`src/rtl/vmf_pkg.sv`:
```
package vmf_pkg;

    typedef enum logic [1:0] {
        S_IDLE = 2'd0,
        S_CHR  = 2'd1,
        S_LUM  = 2'd2
    } ser_state_t;

    typedef enum logic [1:0] {
        T_HUNT    = 2'd0,
        T_SEEN_FF = 2'd1,
        T_SEEN_Z1 = 2'd2,
        T_SEEN_Z2 = 2'd3
    } trs_state_t;

    typedef enum logic [1:0] {
        P_CB = 2'd0,
        P_Y0 = 2'd1,
        P_CR = 2'd2,
        P_Y1 = 2'd3
    } phase_t;

endpackage

```
`src/rtl/vmf_serializer.sv`:
```
module vmf_serializer
    import vmf_pkg::*;
#(
    parameter int BYTE_W = 8,
    localparam int WORD_W = 2 * BYTE_W
) (
    input  logic              clk,
    input  logic              rst_n,
    input  logic              en,
    input  logic              word_vld,
    input  logic [WORD_W-1:0] word_in,
    output logic              byte_vld,
    output logic [BYTE_W-1:0] byte_out
);

    ser_state_t        st_q, st_d;
    logic [WORD_W-1:0] word_q;
    logic              take;

    // state and next-state
    always_comb begin
        st_d = st_q;
        take = 1'b0;
        if (!en) begin
            st_d = S_IDLE;
        end else begin
            unique case (st_q)
                S_IDLE: if (word_vld) begin
                    take = 1'b1;
                    st_d = S_CHR;
                end
                S_CHR: st_d = S_LUM;
                S_LUM: if (word_vld) begin
                    take = 1'b1;
                    st_d = S_CHR;
                end else begin
                    st_d = S_IDLE;
                end
                default: st_d = S_IDLE;
            endcase
        end
    end

    always_ff @(posedge clk) begin
        if (!rst_n) begin
            st_q   <= S_IDLE;
            word_q <= '0;
        end else begin
            st_q <= st_d;
            if (take) word_q <= word_in;
        end
    end

    // outputs
    always_comb begin
        byte_vld = 1'b0;
        byte_out = '0;
        unique case (st_q)
            S_IDLE: ;
            S_CHR: begin
                byte_vld = 1'b1;
                byte_out = word_q[BYTE_W-1:0];
            end
            S_LUM: begin
                byte_vld = 1'b1;
                byte_out = word_q[WORD_W-1:BYTE_W];
            end
            default: ;
        endcase
    end

    AST_SER_CHROMA_FIRST: assert property (@(posedge clk) disable iff (!rst_n)
        (en && word_vld && st_q != S_CHR) |=> (byte_vld && byte_out == $past(word_in[BYTE_W-1:0])))
        else $error("chroma byte not first");

    AST_SER_LUMA_SECOND: assert property (@(posedge clk) disable iff (!rst_n)
        (en && word_vld && st_q != S_CHR) |=> ##1 (byte_vld && byte_out == $past(word_in[WORD_W-1:BYTE_W], 2)))
        else $error("luma byte not second");

    AST_SER_OFF_IN_DES: assert property (@(posedge clk) disable iff (!rst_n)
        !en |=> !byte_vld)
        else $error("serialiser active while disabled");

endmodule

```
`src/rtl/vmf_trs_detector.sv`:
```
module vmf_trs_detector
    import vmf_pkg::*;
#(
    parameter int BYTE_W = 8,
    localparam int BIT_TOP = BYTE_W - 1,
    localparam int BIT_FLD = BYTE_W - 2,
    localparam int BIT_VBK = BYTE_W - 3,
    localparam int BIT_EAV = BYTE_W - 4
) (
    input  logic              clk,
    input  logic              rst_n,
    input  logic              en,
    input  logic              byte_vld,
    input  logic [BYTE_W-1:0] byte_in,
    output logic              code_byte,
    output logic              data_byte,
    output logic              status_hit,
    output logic              stat_field,
    output logic              stat_vblank,
    output logic              stat_eav
);

    localparam logic [BYTE_W-1:0] ONES = '1;
    localparam logic [BYTE_W-1:0] ZERO = '0;

    trs_state_t st_q, st_d;

    always_ff @(posedge clk) begin
        if (!rst_n)   st_q <= T_HUNT;
        else if (!en) st_q <= T_HUNT;
        else          st_q <= st_d;
    end

    always_comb begin
        st_d       = st_q;
        code_byte  = 1'b0;
        data_byte  = 1'b0;
        status_hit = 1'b0;
        if (en && byte_vld) begin
            unique case (st_q)
                T_HUNT: begin
                    if (byte_in == ONES) begin
                        code_byte = 1'b1;
                        st_d      = T_SEEN_FF;
                    end else begin
                        data_byte = 1'b1;
                    end
                end
                T_SEEN_FF, T_SEEN_Z1: begin
                    if (byte_in == ZERO) begin
                        code_byte = 1'b1;
                        st_d      = (st_q == T_SEEN_FF) ? T_SEEN_Z1 : T_SEEN_Z2;
                    end else if (byte_in == ONES) begin
                        code_byte = 1'b1;
                        st_d      = T_SEEN_FF;
                    end else begin
                        data_byte = 1'b1;
                        st_d      = T_HUNT;
                    end
                end
                T_SEEN_Z2: begin
                    code_byte  = 1'b1;
                    status_hit = byte_in[BIT_TOP];
                    st_d       = T_HUNT;
                end
                default: st_d = T_HUNT;
            endcase
        end
    end

    assign stat_field  = byte_in[BIT_FLD];
    assign stat_vblank = byte_in[BIT_VBK];
    assign stat_eav    = byte_in[BIT_EAV];

    AST_TRS_CLASS_EXCL: assert property (@(posedge clk) disable iff (!rst_n)
        !(code_byte && data_byte))
        else $error("byte both code and data");

endmodule

```
`src/rtl/vmf_deserializer.sv`:
```
module vmf_deserializer
    import vmf_pkg::*;
#(
    parameter int BYTE_W = 8,
    localparam int WORD_W = 2 * BYTE_W
) (
    input  logic              clk,
    input  logic              rst_n,
    input  logic              en,
    input  logic              byte_vld,
    input  logic [BYTE_W-1:0] byte_in,
    input  logic              code_byte,
    input  logic              data_byte,
    input  logic              status_hit,
    input  logic              stat_field,
    input  logic              stat_vblank,
    input  logic              stat_eav,
    output logic              word_vld,
    output logic [WORD_W-1:0] word_out,
    output logic              field,
    output logic              vblank,
    output logic              sav,
    output logic              eav
);

    phase_t            ph_q, ph_d;
    logic [BYTE_W-1:0] chroma_q;
    logic [WORD_W-1:0] word_q;
    logic              vld_q, sav_q, eav_q, fld_q, vbk_q;

    // phase state register
    always_ff @(posedge clk) begin
        if (!rst_n)   ph_q <= P_CB;
        else if (!en) ph_q <= P_CB;
        else          ph_q <= ph_d;
    end

    always_comb begin
        ph_d = ph_q;
        if (status_hit && !stat_eav) begin
            ph_d = P_CB;
        end else if (data_byte) begin
            unique case (ph_q)
                P_CB: ph_d = P_Y0;
                P_Y0: ph_d = P_CR;
                P_CR: ph_d = P_Y1;
                P_Y1: ph_d = P_CB;
                default: ph_d = P_CB;
            endcase
        end
    end

    // data and flag outputs
    always_ff @(posedge clk) begin
        if (!rst_n) begin
            chroma_q <= '0;
            word_q   <= '0;
            vld_q    <= 1'b0;
            sav_q    <= 1'b0;
            eav_q    <= 1'b0;
            fld_q    <= 1'b0;
            vbk_q    <= 1'b0;
        end else begin
            vld_q <= 1'b0;
            sav_q <= 1'b0;
            eav_q <= 1'b0;
            if (en && data_byte) begin
                unique case (ph_q)
                    P_CB, P_CR: chroma_q <= byte_in;
                    P_Y0, P_Y1: begin
                        word_q <= {byte_in, chroma_q};
                        vld_q  <= 1'b1;
                    end
                    default: ;
                endcase
            end
            if (en && status_hit) begin
                fld_q <= stat_field;
                vbk_q <= stat_vblank;
                eav_q <= stat_eav;
                sav_q <= !stat_eav;
            end
        end
    end

    assign word_vld = vld_q;
    assign word_out = word_q;
    assign field    = fld_q;
    assign vblank   = vbk_q;
    assign sav      = sav_q;
    assign eav      = eav_q;

    AST_NO_WORD_AFTER_CODE: assert property (@(posedge clk) disable iff (!rst_n)
        code_byte |=> !word_vld)
        else $error("word emitted for a code byte");

    AST_SAV_EAV_EXCL: assert property (@(posedge clk) disable iff (!rst_n)
        !(sav && eav))
        else $error("sav and eav together");

    AST_CB_AFTER_SAV: assert property (@(posedge clk) disable iff (!rst_n)
        sav |=> !word_vld)
        else $error("word right after sav");

    AST_FLAGS_HOLD_IDLE: assert property (@(posedge clk) disable iff (!rst_n)
        !byte_vld |=> ($stable(field) && $stable(vblank) && !word_vld))
        else $error("state changed without a byte");

endmodule

```
`src/rtl/vid_mux_formatter.sv`:
```
module vid_mux_formatter
    import vmf_pkg::*;
#(
    parameter int BYTE_W = 8,
    localparam int WORD_W = 2 * BYTE_W
) (
    input  logic              clk,
    input  logic              rst_n,
    input  logic              mode_des,
    input  logic              par_valid,
    input  logic [WORD_W-1:0] par_data,
    output logic              ser_valid,
    output logic [BYTE_W-1:0] ser_data,
    input  logic              mux_valid,
    input  logic [BYTE_W-1:0] mux_data,
    output logic              des_valid,
    output logic [WORD_W-1:0] des_data,
    output logic              des_field,
    output logic              des_vblank,
    output logic              des_sav,
    output logic              des_eav
);

    logic ser_en, des_en;
    logic code_byte, data_byte, status_hit;
    logic stat_field, stat_vblank, stat_eav;

    assign ser_en = !mode_des;
    assign des_en = mode_des;

    vmf_serializer #(.BYTE_W(BYTE_W)) u_ser (
        .clk      (clk),
        .rst_n    (rst_n),
        .en       (ser_en),
        .word_vld (par_valid),
        .word_in  (par_data),
        .byte_vld (ser_valid),
        .byte_out (ser_data)
    );

    vmf_trs_detector #(.BYTE_W(BYTE_W)) u_trs (
        .clk         (clk),
        .rst_n       (rst_n),
        .en          (des_en),
        .byte_vld    (mux_valid),
        .byte_in     (mux_data),
        .code_byte   (code_byte),
        .data_byte   (data_byte),
        .status_hit  (status_hit),
        .stat_field  (stat_field),
        .stat_vblank (stat_vblank),
        .stat_eav    (stat_eav)
    );

    vmf_deserializer #(.BYTE_W(BYTE_W)) u_des (
        .clk         (clk),
        .rst_n       (rst_n),
        .en          (des_en),
        .byte_vld    (mux_valid),
        .byte_in     (mux_data),
        .code_byte   (code_byte),
        .data_byte   (data_byte),
        .status_hit  (status_hit),
        .stat_field  (stat_field),
        .stat_vblank (stat_vblank),
        .stat_eav    (stat_eav),
        .word_vld    (des_valid),
        .word_out    (des_data),
        .field       (des_field),
        .vblank      (des_vblank),
        .sav         (des_sav),
        .eav         (des_eav)
    );

    AST_DES_QUIET_IN_SER: assert property (@(posedge clk) disable iff (!rst_n)
        !mode_des |=> (!des_valid && !des_sav && !des_eav))
        else $error("deserialiser active in serialise mode");

endmodule

```
`config.mk`:
```
export PLATFORM = sky130hd
export DESIGN_NAME = vid_mux_formatter
export DESIGN_NICKNAME = d
export VERILOG_FILES = /design/src/rtl/vmf_pkg.sv /design/src/rtl/vmf_serializer.sv /design/src/rtl/vmf_trs_detector.sv /design/src/rtl/vmf_deserializer.sv /design/src/rtl/vid_mux_formatter.sv
export SDC_FILE = /design/constraint.sdc
export NUM_CORES = 1
export LEC_CHECK = 0
export BUFFER_PORTS_ARGS = -buffer_cell sky130_fd_sc_hd__buf_2
export CAP_MARGIN = 20
export CORE_UTILIZATION = 45
export DETAILED_ROUTE_END_ITERATION = 12
export GPL_TIMING_DRIVEN = 0
export PLACE_DENSITY = 0.71
export SYNTH_ARGS = -nofsm -noshare
export SYNTH_HDL_FRONTEND = slang
export SYNTH_SLANG_ARGS = --single-unit
export TNS_END_PERCENT = 20
```
`constraint.sdc`:
```
create_clock -name clk -period 2.9 [get_ports clk]
set_clock_uncertainty 0.2 [all_clocks]
set_input_delay 0.58 -clock clk [delete_from_list [all_inputs] [get_ports clk]]
set_output_delay 0.58 -clock clk [all_outputs]
set_load 0.01 [all_outputs]
```
# After elaboration in Yosys (flattened, before gate mapping)
# Index checks and enable logic that the tools add are counted.
# word_totals
latchBits	0
input_bits	29
mem_count	0
mem_bits_rw	0
register_bits	51
word_cells	67
romBits	0
out_inout_bits	30
# op_classes
bitwise	2
add_sub_neg	0
n_eq_ne	11
div	0
shift	0
muxes	21
n_reduce_logical	22
n_mul	0
order_cmp	0
# op_table
op	count
$pmux 8 s2	1
$mux 1	13
$pmux 2 s3	2
$reduce_and 2->1	6
$reduce_or 2->1	6
$eq 2x2->1 const B	5
$eq 8x8->1 const B	1
$logic_not 8->1	1
$pmux 2 s4	1
$eq 2x1->1 const B	3
$logic_not 2->1	3
$mux 2	3
$logic_and 1x1->1	4
$reduce_or 3->1	1
$ne 2x1->1 const B	1
$ne 2x2->1 const B	1
$not 1->1	2
$pmux 1 s2	1
$logic_not 1->1	1

# Longest topological paths before layout
# Gate-level depths: netlist (run 1).
# depth
depth_word	7
ltp_mapped	9
depth_no_buf	6

# By module
# From an unflattened synthesis (run 1), not the netlist that was laid out.
# unflattened
cells_unflattened	268
hier_area_um2	2443.6
# modules_own_cells
module	cells_each	area_per_inst_um2	instances
vmf_deserializer	122	1233.7	1
vmf_serializer	106	884.6	1
vmf_trs_detector	39	321.6	1
vid_mux_formatter	1	3.8	1

# Worst setup path before layout (run 1)
# No wires, ideal clock.
# synth_timing
path_type	in2reg
from	input mode_des
to	register u_des.word_q[10] (netlist: u_des.word_out[10])
stages	6
path_slack_ns	0.696
arrival_time_ns	1.932
path_buffers	2
path_cell_list	buf_4 > nand3b_2 > o21bai_2 > nor4_4 > buf_6 > mux2i_1
# synth_between
elab_chain_len	4
# synth_lines
item	line_no	rtl
start: declaration	vid_mux_formatter.sv:9	input logic mode_des,
$logic_and 1x1->1	vmf_trs_detector.sv:39	if (en && byte_vld) begin
$mux 1	vmf_trs_detector.sv:39	
$logic_and 1x1->1 (*)	vmf_deserializer.sv:67	if (en && data_byte) begin
$reduce_and 2->1 (no line) (*)	-	
end signal: assignment	vmf_deserializer.sv:71	word_q <= {byte_in, chroma_q};
end: declaration	vmf_deserializer.sv:28	logic [WORD_W-1:0] word_q;
# Mark *: on every way between the ends. The rest lies on a longest branch, timed or not.
# A chain may end at the register's enable or synchronous reset.

# Final worst setup path (run 1)
# layout_timing
from	register u_ser.st_q[0]
to	register u_ser.word_q[1]
# layout_between
elab_chain_len	4
word_cells_on_any_way	5
# layout_lines
item	line_no	rtl
start: declaration	vmf_serializer.sv:16	ser_state_t st_q, st_d;
start signal: assignment	vmf_serializer.sv:49	st_q <= st_d;
$eq 2x2->1 / $logic_not 2->1 (equally long branches)	vmf_serializer.sv:27	unique case (st_q)
$reduce_or 2->1 (no line) (*)	-	
$mux 1 (*)	-	
$mux 1 (*)	vmf_serializer.sv:24	if (!en) begin
end signal: assignment	vmf_serializer.sv:50	if (take) word_q <= word_in;
end: declaration	vmf_serializer.sv:17	logic [WORD_W-1:0] word_q;
# Marked as above.

==> results_dict.tcl, run 1 <==
set metrics [dict create \
    clkTransAtPathRegs_ns 0.10 \
    fin_ws_ns 0.407 \
    fin_crit_sh 0.860 \
    synthTopCellsByArea "dfxtp_1, nand2_1, mux2i_1, ha_1, a21boi_0" \
    p_leak_nw 1.17 \
    ir_drop_mv 0.216 \
    p_switching_mw 0.320 \
    max_cap_violations 0 \
    top_level_ports 59 \
    hold_violations 0 \
    grt_max_degree 17 \
    r2r_start "u_ser.st_q[0]$_SDFFE_PP0P_" \
    ys_warn_count 0 \
    grt_pass1_vias 1774 \
    max_freq_ghz 0.401 \
    path_max_fanout 10 \
    final_common_cell "nand2_1" \
    synth_cells 254 \
    final_cell_mix "nand2_1, buf_2, dfxtp_1" \
    final_max_slew_viol_count 0 \
    antenna_found_initial 0 \
    cp-end-kind "flip-flop" \
    drt_iter0_drc 74 \
    rsz0062_at_grt "false" \
    htree_num_levels 2 \
    hp-class "flip-flop to flip-flop" \
    syn_to_final_growth_pct 19.6 \
    vias 1932 \
    pre_cts_ws_ns 0.293 \
    diodes 0 \
    synth-async-reset-ratio 0 \
    firstDrtPassIters 4 \
    crit_required_ns 2.94 \
    viasPerCell 4.95 \
    swShare 0.254 \
    postCtsHoldBufs 0 \
    syn_nets 295 \
    status "complete, no violations" \
    crit_type "flip-flop to flip-flop" \
    startpoint_type "flip-flop" \
    fin_tns_setup_ns 0 \
    worst_ep_arrival_time_ns 2.53 \
    drive_gt1_frac 0.259 \
    die-area_um2 5590 \
    synth_top_area_share 0.429 \
    relSlewSlack 0.502 \
    num_rows 26 \
    synth-seq-cells 51 \
    die_w_um 74.8 \
    synth_edf_count 0 \
    power_frac_seq 0.577 \
    min_from "u_des.word_out[5]$_SDFFE_PN0P_" \
    clk_latency_ns 0.31 \
    clock_path_buffers 2 \
    comb_power_share 0.098 \
    port_buffers 58 \
    setup_viol 0 \
    start_util 0.466 \
    internal-power_mw 0.940 \
    synth.yosys.seq_area_share 0.429 \
    tightest_slew_ns 0.742 \
    yosysUniqueCellTypes 41 \
    cts_tree "yes" \
    cp-startpoint "u_ser.st_q[0]$_SDFFE_PP0P_" \
    dpl.hpwl_um 3750 \
    powerDensity_nw_per_um2 443 \
    coreArea_um2 5110 \
    nets 360 \
    syn-cell-area_um2 2380 \
    ant_nets 0 \
    pwr-share-clk 0.325 \
    grtUsageTotal 0.198 \
    yosys.area.top_type "dfxtp_1" \
    min_period_ns 2.49 \
    die_h_um 74.8 \
    wirelength_um 5070 \
    power_mw 1.26 \
    cts_resized 0 \
    route.detailed.drc 0 \
    grt_pass1_wl_um 8160 \
    syn_avg_cell_area_um2 9.38 \
    gr-total-overflow 0 \
    gp_congestion 0.804 \
    cts_setup_buffers 0 \
    r2r_slack_ns 0.41 \
    cts_sinks 51 \
    synthFlopType "dfxtp_1" \
    drt-wirelength-per-cell_um 13.0 \
    cts-root-buf "clkbuf_8" \
    numCtsBuffers 5 \
]
[registers in the layout (all words and copies together) (netlist names), 2 cells and up]
register / count
u_des.ph_q: 2
u_ser.word_q: 16
u_des.word_out: 16
u_des.chroma_q: 8
u_ser.st_q: 2
u_trs.st_q: 2
[critical path, stage by stage, from the launching register on]
cell and delay (ns):
dfxtp_1 0.39, inv_1 0.09, ha_1 0.19, clkbuf_1 0.22, o21ai_1 0.26, or2_2 0.14
clkbuf_1 0.26, clkbuf_1 0.41, nand2_1 0.09, a21boi_0 0.17
[synthesized netlist by cell type, drive strengths merged, types with 2 or more instances]
library cell / number
a21oi: 2
nor3: 3
nand3: 2
a21boi: 18
o21ai: 2
and3b: 2
nand4: 3
mux2i: 26
nor4: 3
o21bai: 2
or4: 4
nor2: 5
clkbuf: 8
nor2b: 8
a22oi: 8
o22ai: 2
dfxtp: 51
inv: 7
nand2: 70
ha: 12
o31ai: 3
buf: 4
[through the flow]
| step | util | cells | cell area, um^2 | hold WS, ns |
|---|---|---|---|---|
| after CTS | 0.558 | 390 | 2850 | 0.260 |
| after floorplan | - | 254 | 2380 | 0.235 |
| after global placement | 0.540 | 382 | 2760 | 0.243 |
| after global routing | 0.558 | 390 | 2850 | 0.286 |
| final | 0.558 | 390 | 2850 | 0.258 |
| after detailed placement | 0.540 | 382 | 2760 | 0.244 |
[final timing paths]
check | cells past startpoint | end
setup / recovery | 9 | u_ser.word_q[1]$_SDFFE_PN0P_
setup reg to reg | 9 | u_ser.word_q[1]$_SDFFE_PN0P_
hold / removal | 2 | u_des.word_out[5]$_SDFFE_PN0P_
hold reg to reg | 2 | u_des.word_out[5]$_SDFFE_PN0P_
[per-layer routing]
metal	track usage	vias to the layer above	share of wire
met5	0	-	0
met4	0.0818	0	0.016
met3	0.0455	5	0.056
met2	0.318	53	0.44
met1	0.256	879	0.48
li1	-	995	-
[power by group through the flow]
| stage | Sequential (mW) | Clock, mW | Combinational (mW) |
|---|---|---|---|
| after global routing | 0.730 | 0.447 | 0.138 |
| after CTS | 0.728 | 0.420 | 0.125 |
| after global placement | 0.743 | 0 | 0.122 |
| after detailed placement | 0.744 | 0 | 0.124 |
| final | 0.728 | 0.410 | 0.123 |
| after floorplan | 0.743 | 0 | 0.0763 |
[logic make-up (layout without fill, tap and decap cells)]
logic type	after synthesis	after routing	share of synthesized area
and+or+nand+nor	106	106	0.230
muxes	27	27	0.114
buffers and inverters	20	86	0.0483
AOI/OAI and AO/OA	38	38	0.117
adders and majority gates	12	12	0.0630
DFF	51	51	0.429
[layout make-up]
type | count | area, um^2
plain buffers | 13 | 88.8
clock buffers | 5 | 68.8
clock inverters | 3 | 20.0
fillers | 493 | 2260
inverters | 7 | 26.3
multi-input cells | 183 | 1250
flip-flops and latches | 51 | 1020
well taps | 70 | 87.6
repair buffers | 58 | 290
Note: power is estimated with default switching activity, not from simulation.
==> inputs of run 2 (changes only) <==
--- a/config.mk
+++ b/config.mk
@@ -7,10 +7,10 @@
 export LEC_CHECK = 0
 export BUFFER_PORTS_ARGS = -buffer_cell sky130_fd_sc_hd__buf_2
 export CAP_MARGIN = 20
-export CORE_UTILIZATION = 45
+export CORE_UTILIZATION = 38
 export DETAILED_ROUTE_END_ITERATION = 12
 export GPL_TIMING_DRIVEN = 0
-export PLACE_DENSITY = 0.71
+export PLACE_DENSITY = 0.62
 export SYNTH_ARGS = -nofsm -noshare
 export SYNTH_HDL_FRONTEND = slang
 export SYNTH_SLANG_ARGS = --single-unit
==> results_dict.tcl, run 2 (same netlist as run 1, synthesis figures left out) <==
set metrics [dict create \
    status "complete, no violations" \
    rsz0062_at_grt "false" \
    grtUsageTotal 0.173 \
    hold_violations 0 \
    max_cap_violations 0 \
    grt_pass1_vias 1845 \
    clk_latency_ns 0.30 \
    grt_max_degree 15 \
    cp-startpoint "u_ser.st_q[0]$_SDFFE_PP0P_" \
    drt-wirelength-per-cell_um 13.3 \
    power_mw 1.26 \
    r2r_end "u_ser.word_q[2]$_SDFFE_PN0P_" \
    die-area_um2 6590 \
    route.detailed.drc 0 \
    die_w_um 81.2 \
    internal-power_mw 0.960 \
    crit_required_ns 2.93 \
    grt_pass1_wl_um 8580 \
    tightest_slew_ns 0.755 \
    swShare 0.241 \
    cts_setup_buffers 0 \
    setup_viol 0 \
    firstDrtPassIters 4 \
    r2r_start "u_ser.st_q[0]$_SDFFE_PP0P_" \
    clkTransAtPathRegs_ns 0.09 \
    min_from "u_des.word_out[3]$_SDFFE_PN0P_" \
    max_freq_ghz 0.401 \
    relSlewSlack 0.493 \
    diodes 0 \
    pwr-share-clk 0.327 \
    final_max_slew_viol_count 0 \
    cp-end-kind "flip-flop" \
    path_max_fanout 10 \
    cts_tree "yes" \
    coreArea_um2 5990 \
    fin_tns_setup_ns 0 \
    cts_sinks 51 \
    gp_congestion 0.818 \
    nets 360 \
    wirelength_um 5230 \
    comb_power_share 0.097 \
    r2r_cells 9 \
    final_cell_mix "nand2_1, buf_2, dfxtp_1" \
    hp-class "flip-flop to flip-flop" \
    fillers 614 \
    fin_ws_ns 0.408 \
    fin_crit_sh 0.859 \
    cts-root-buf "clkbuf_8" \
    viasPerCell 4.87 \
    powerDensity_nw_per_um2 443 \
    numCtsBuffers 5 \
    cts_resized 0 \
    die_h_um 81.2 \
    port_buffers 58 \
    final_common_cell "nand2_1" \
    min_period_ns 2.49 \
    p_switching_mw 0.305 \
    startpoint_type "flip-flop" \
    start_util 0.398 \
    p_leak_nw 1.18 \
    drive_gt1_frac 0.257 \
    ir_drop_mv 0.302 \
    syn_to_final_growth_pct 19.8 \
    crit_type "flip-flop to flip-flop" \
    clock_path_buffers 2 \
    htree_num_levels 2 \
    antenna_found_initial 0 \
    pre_cts_ws_ns 0.280 \
    r2r_slack_ns 0.41 \
    dpl.hpwl_um 3880 \
    power_frac_seq 0.575 \
    num_rows 28 \
    drt_iter0_drc 78 \
    worst_ep_arrival_time_ns 2.52 \
    gr-total-overflow 0 \
    top_level_ports 59 \
    postCtsHoldBufs 0 \
    hold-path-cell-count 2 \
    ant_nets 0 \
    vias 1920 \
    final_core_util 0.476 \
    endpoint "u_ser.word_q[2]$_SDFFE_PN0P_" \
]
[run 2: through the flow]
stage / hold WS [ns] / cells / instance area [um^2]
detailed placement: 0.243 / 387 / 2770
floorplan: 0.235 / 254 / 2380
CTS: 0.261 / 394 / 2850
finish: 0.258 / 394 / 2850
global route: 0.279 / 394 / 2850
global placement: 0.243 / 387 / 2770
[run 2: worst min path at each step]
| stage | to | slack [ns] |
|---|---|---|
| 6_report | u_des.word_out[3]$_SDFFE_PN0P_ | 0.26 |
| 2_1_floorplan | u_ser.word_q[14]$_SDFFE_PN0P_ | 0.23 |
| 4_1_cts | u_des.word_out[15]$_SDFFE_PN0P_ | 0.26 |
| 3_3_place_gp | u_des.word_out[12]$_SDFFE_PN0P_ | 0.24 |
| 3_5_place_dp | u_des.word_out[7]$_SDFFE_PN0P_ | 0.24 |
| 5_1_grt | u_des.word_out[2]$_SDFFE_PN0P_ | 0.28 |
[run 2: power by group through the flow]
stage	clock (mW)	sequential (mW)	combinational (mW)
floorplan	0	0.743	0.0763
global placement	0	0.743	0.124
detailed placement	0	0.744	0.125
CTS	0.430	0.727	0.126
global route	0.460	0.730	0.139
finish	0.414	0.727	0.123
[run 2: critical path, stage by stage, from the launching register on]
cell	delay, ns
dfxtp_1	0.39
inv_1	0.09
ha_1	0.19
clkbuf_1	0.21
o21ai_1	0.26
or2_2	0.14
clkbuf_1	0.25
clkbuf_1	0.41
nand2_1	0.11
a21boi_0	0.17
[run 2: layout make-up]
cell class	count	area, um^2	share of cell area
Tap cell	75	93.8	0.0329
Timing Repair Buffer	58	290	0.102
Clock buffer	6	82.6	0.0289
Multi-Input combinational cell	183	1250	0.437
Clock inverter	1	5.00	0.00175
Sequential cell	51	1020	0.358
Buffer	13	88.8	0.0311
Inverter	7	26.3	0.00921
[run 2: routing by layer]
metal | vias to the layer above | wire length [um] | GRT usage
li1 | 995 | - | -
met5 | - | 0 | 0
met3 | 8 | 300 | 0.0382
met2 | 58 | 2340 | 0.283
met1 | 859 | 2510 | 0.218
met4 | 0 | 87 | 0.0732
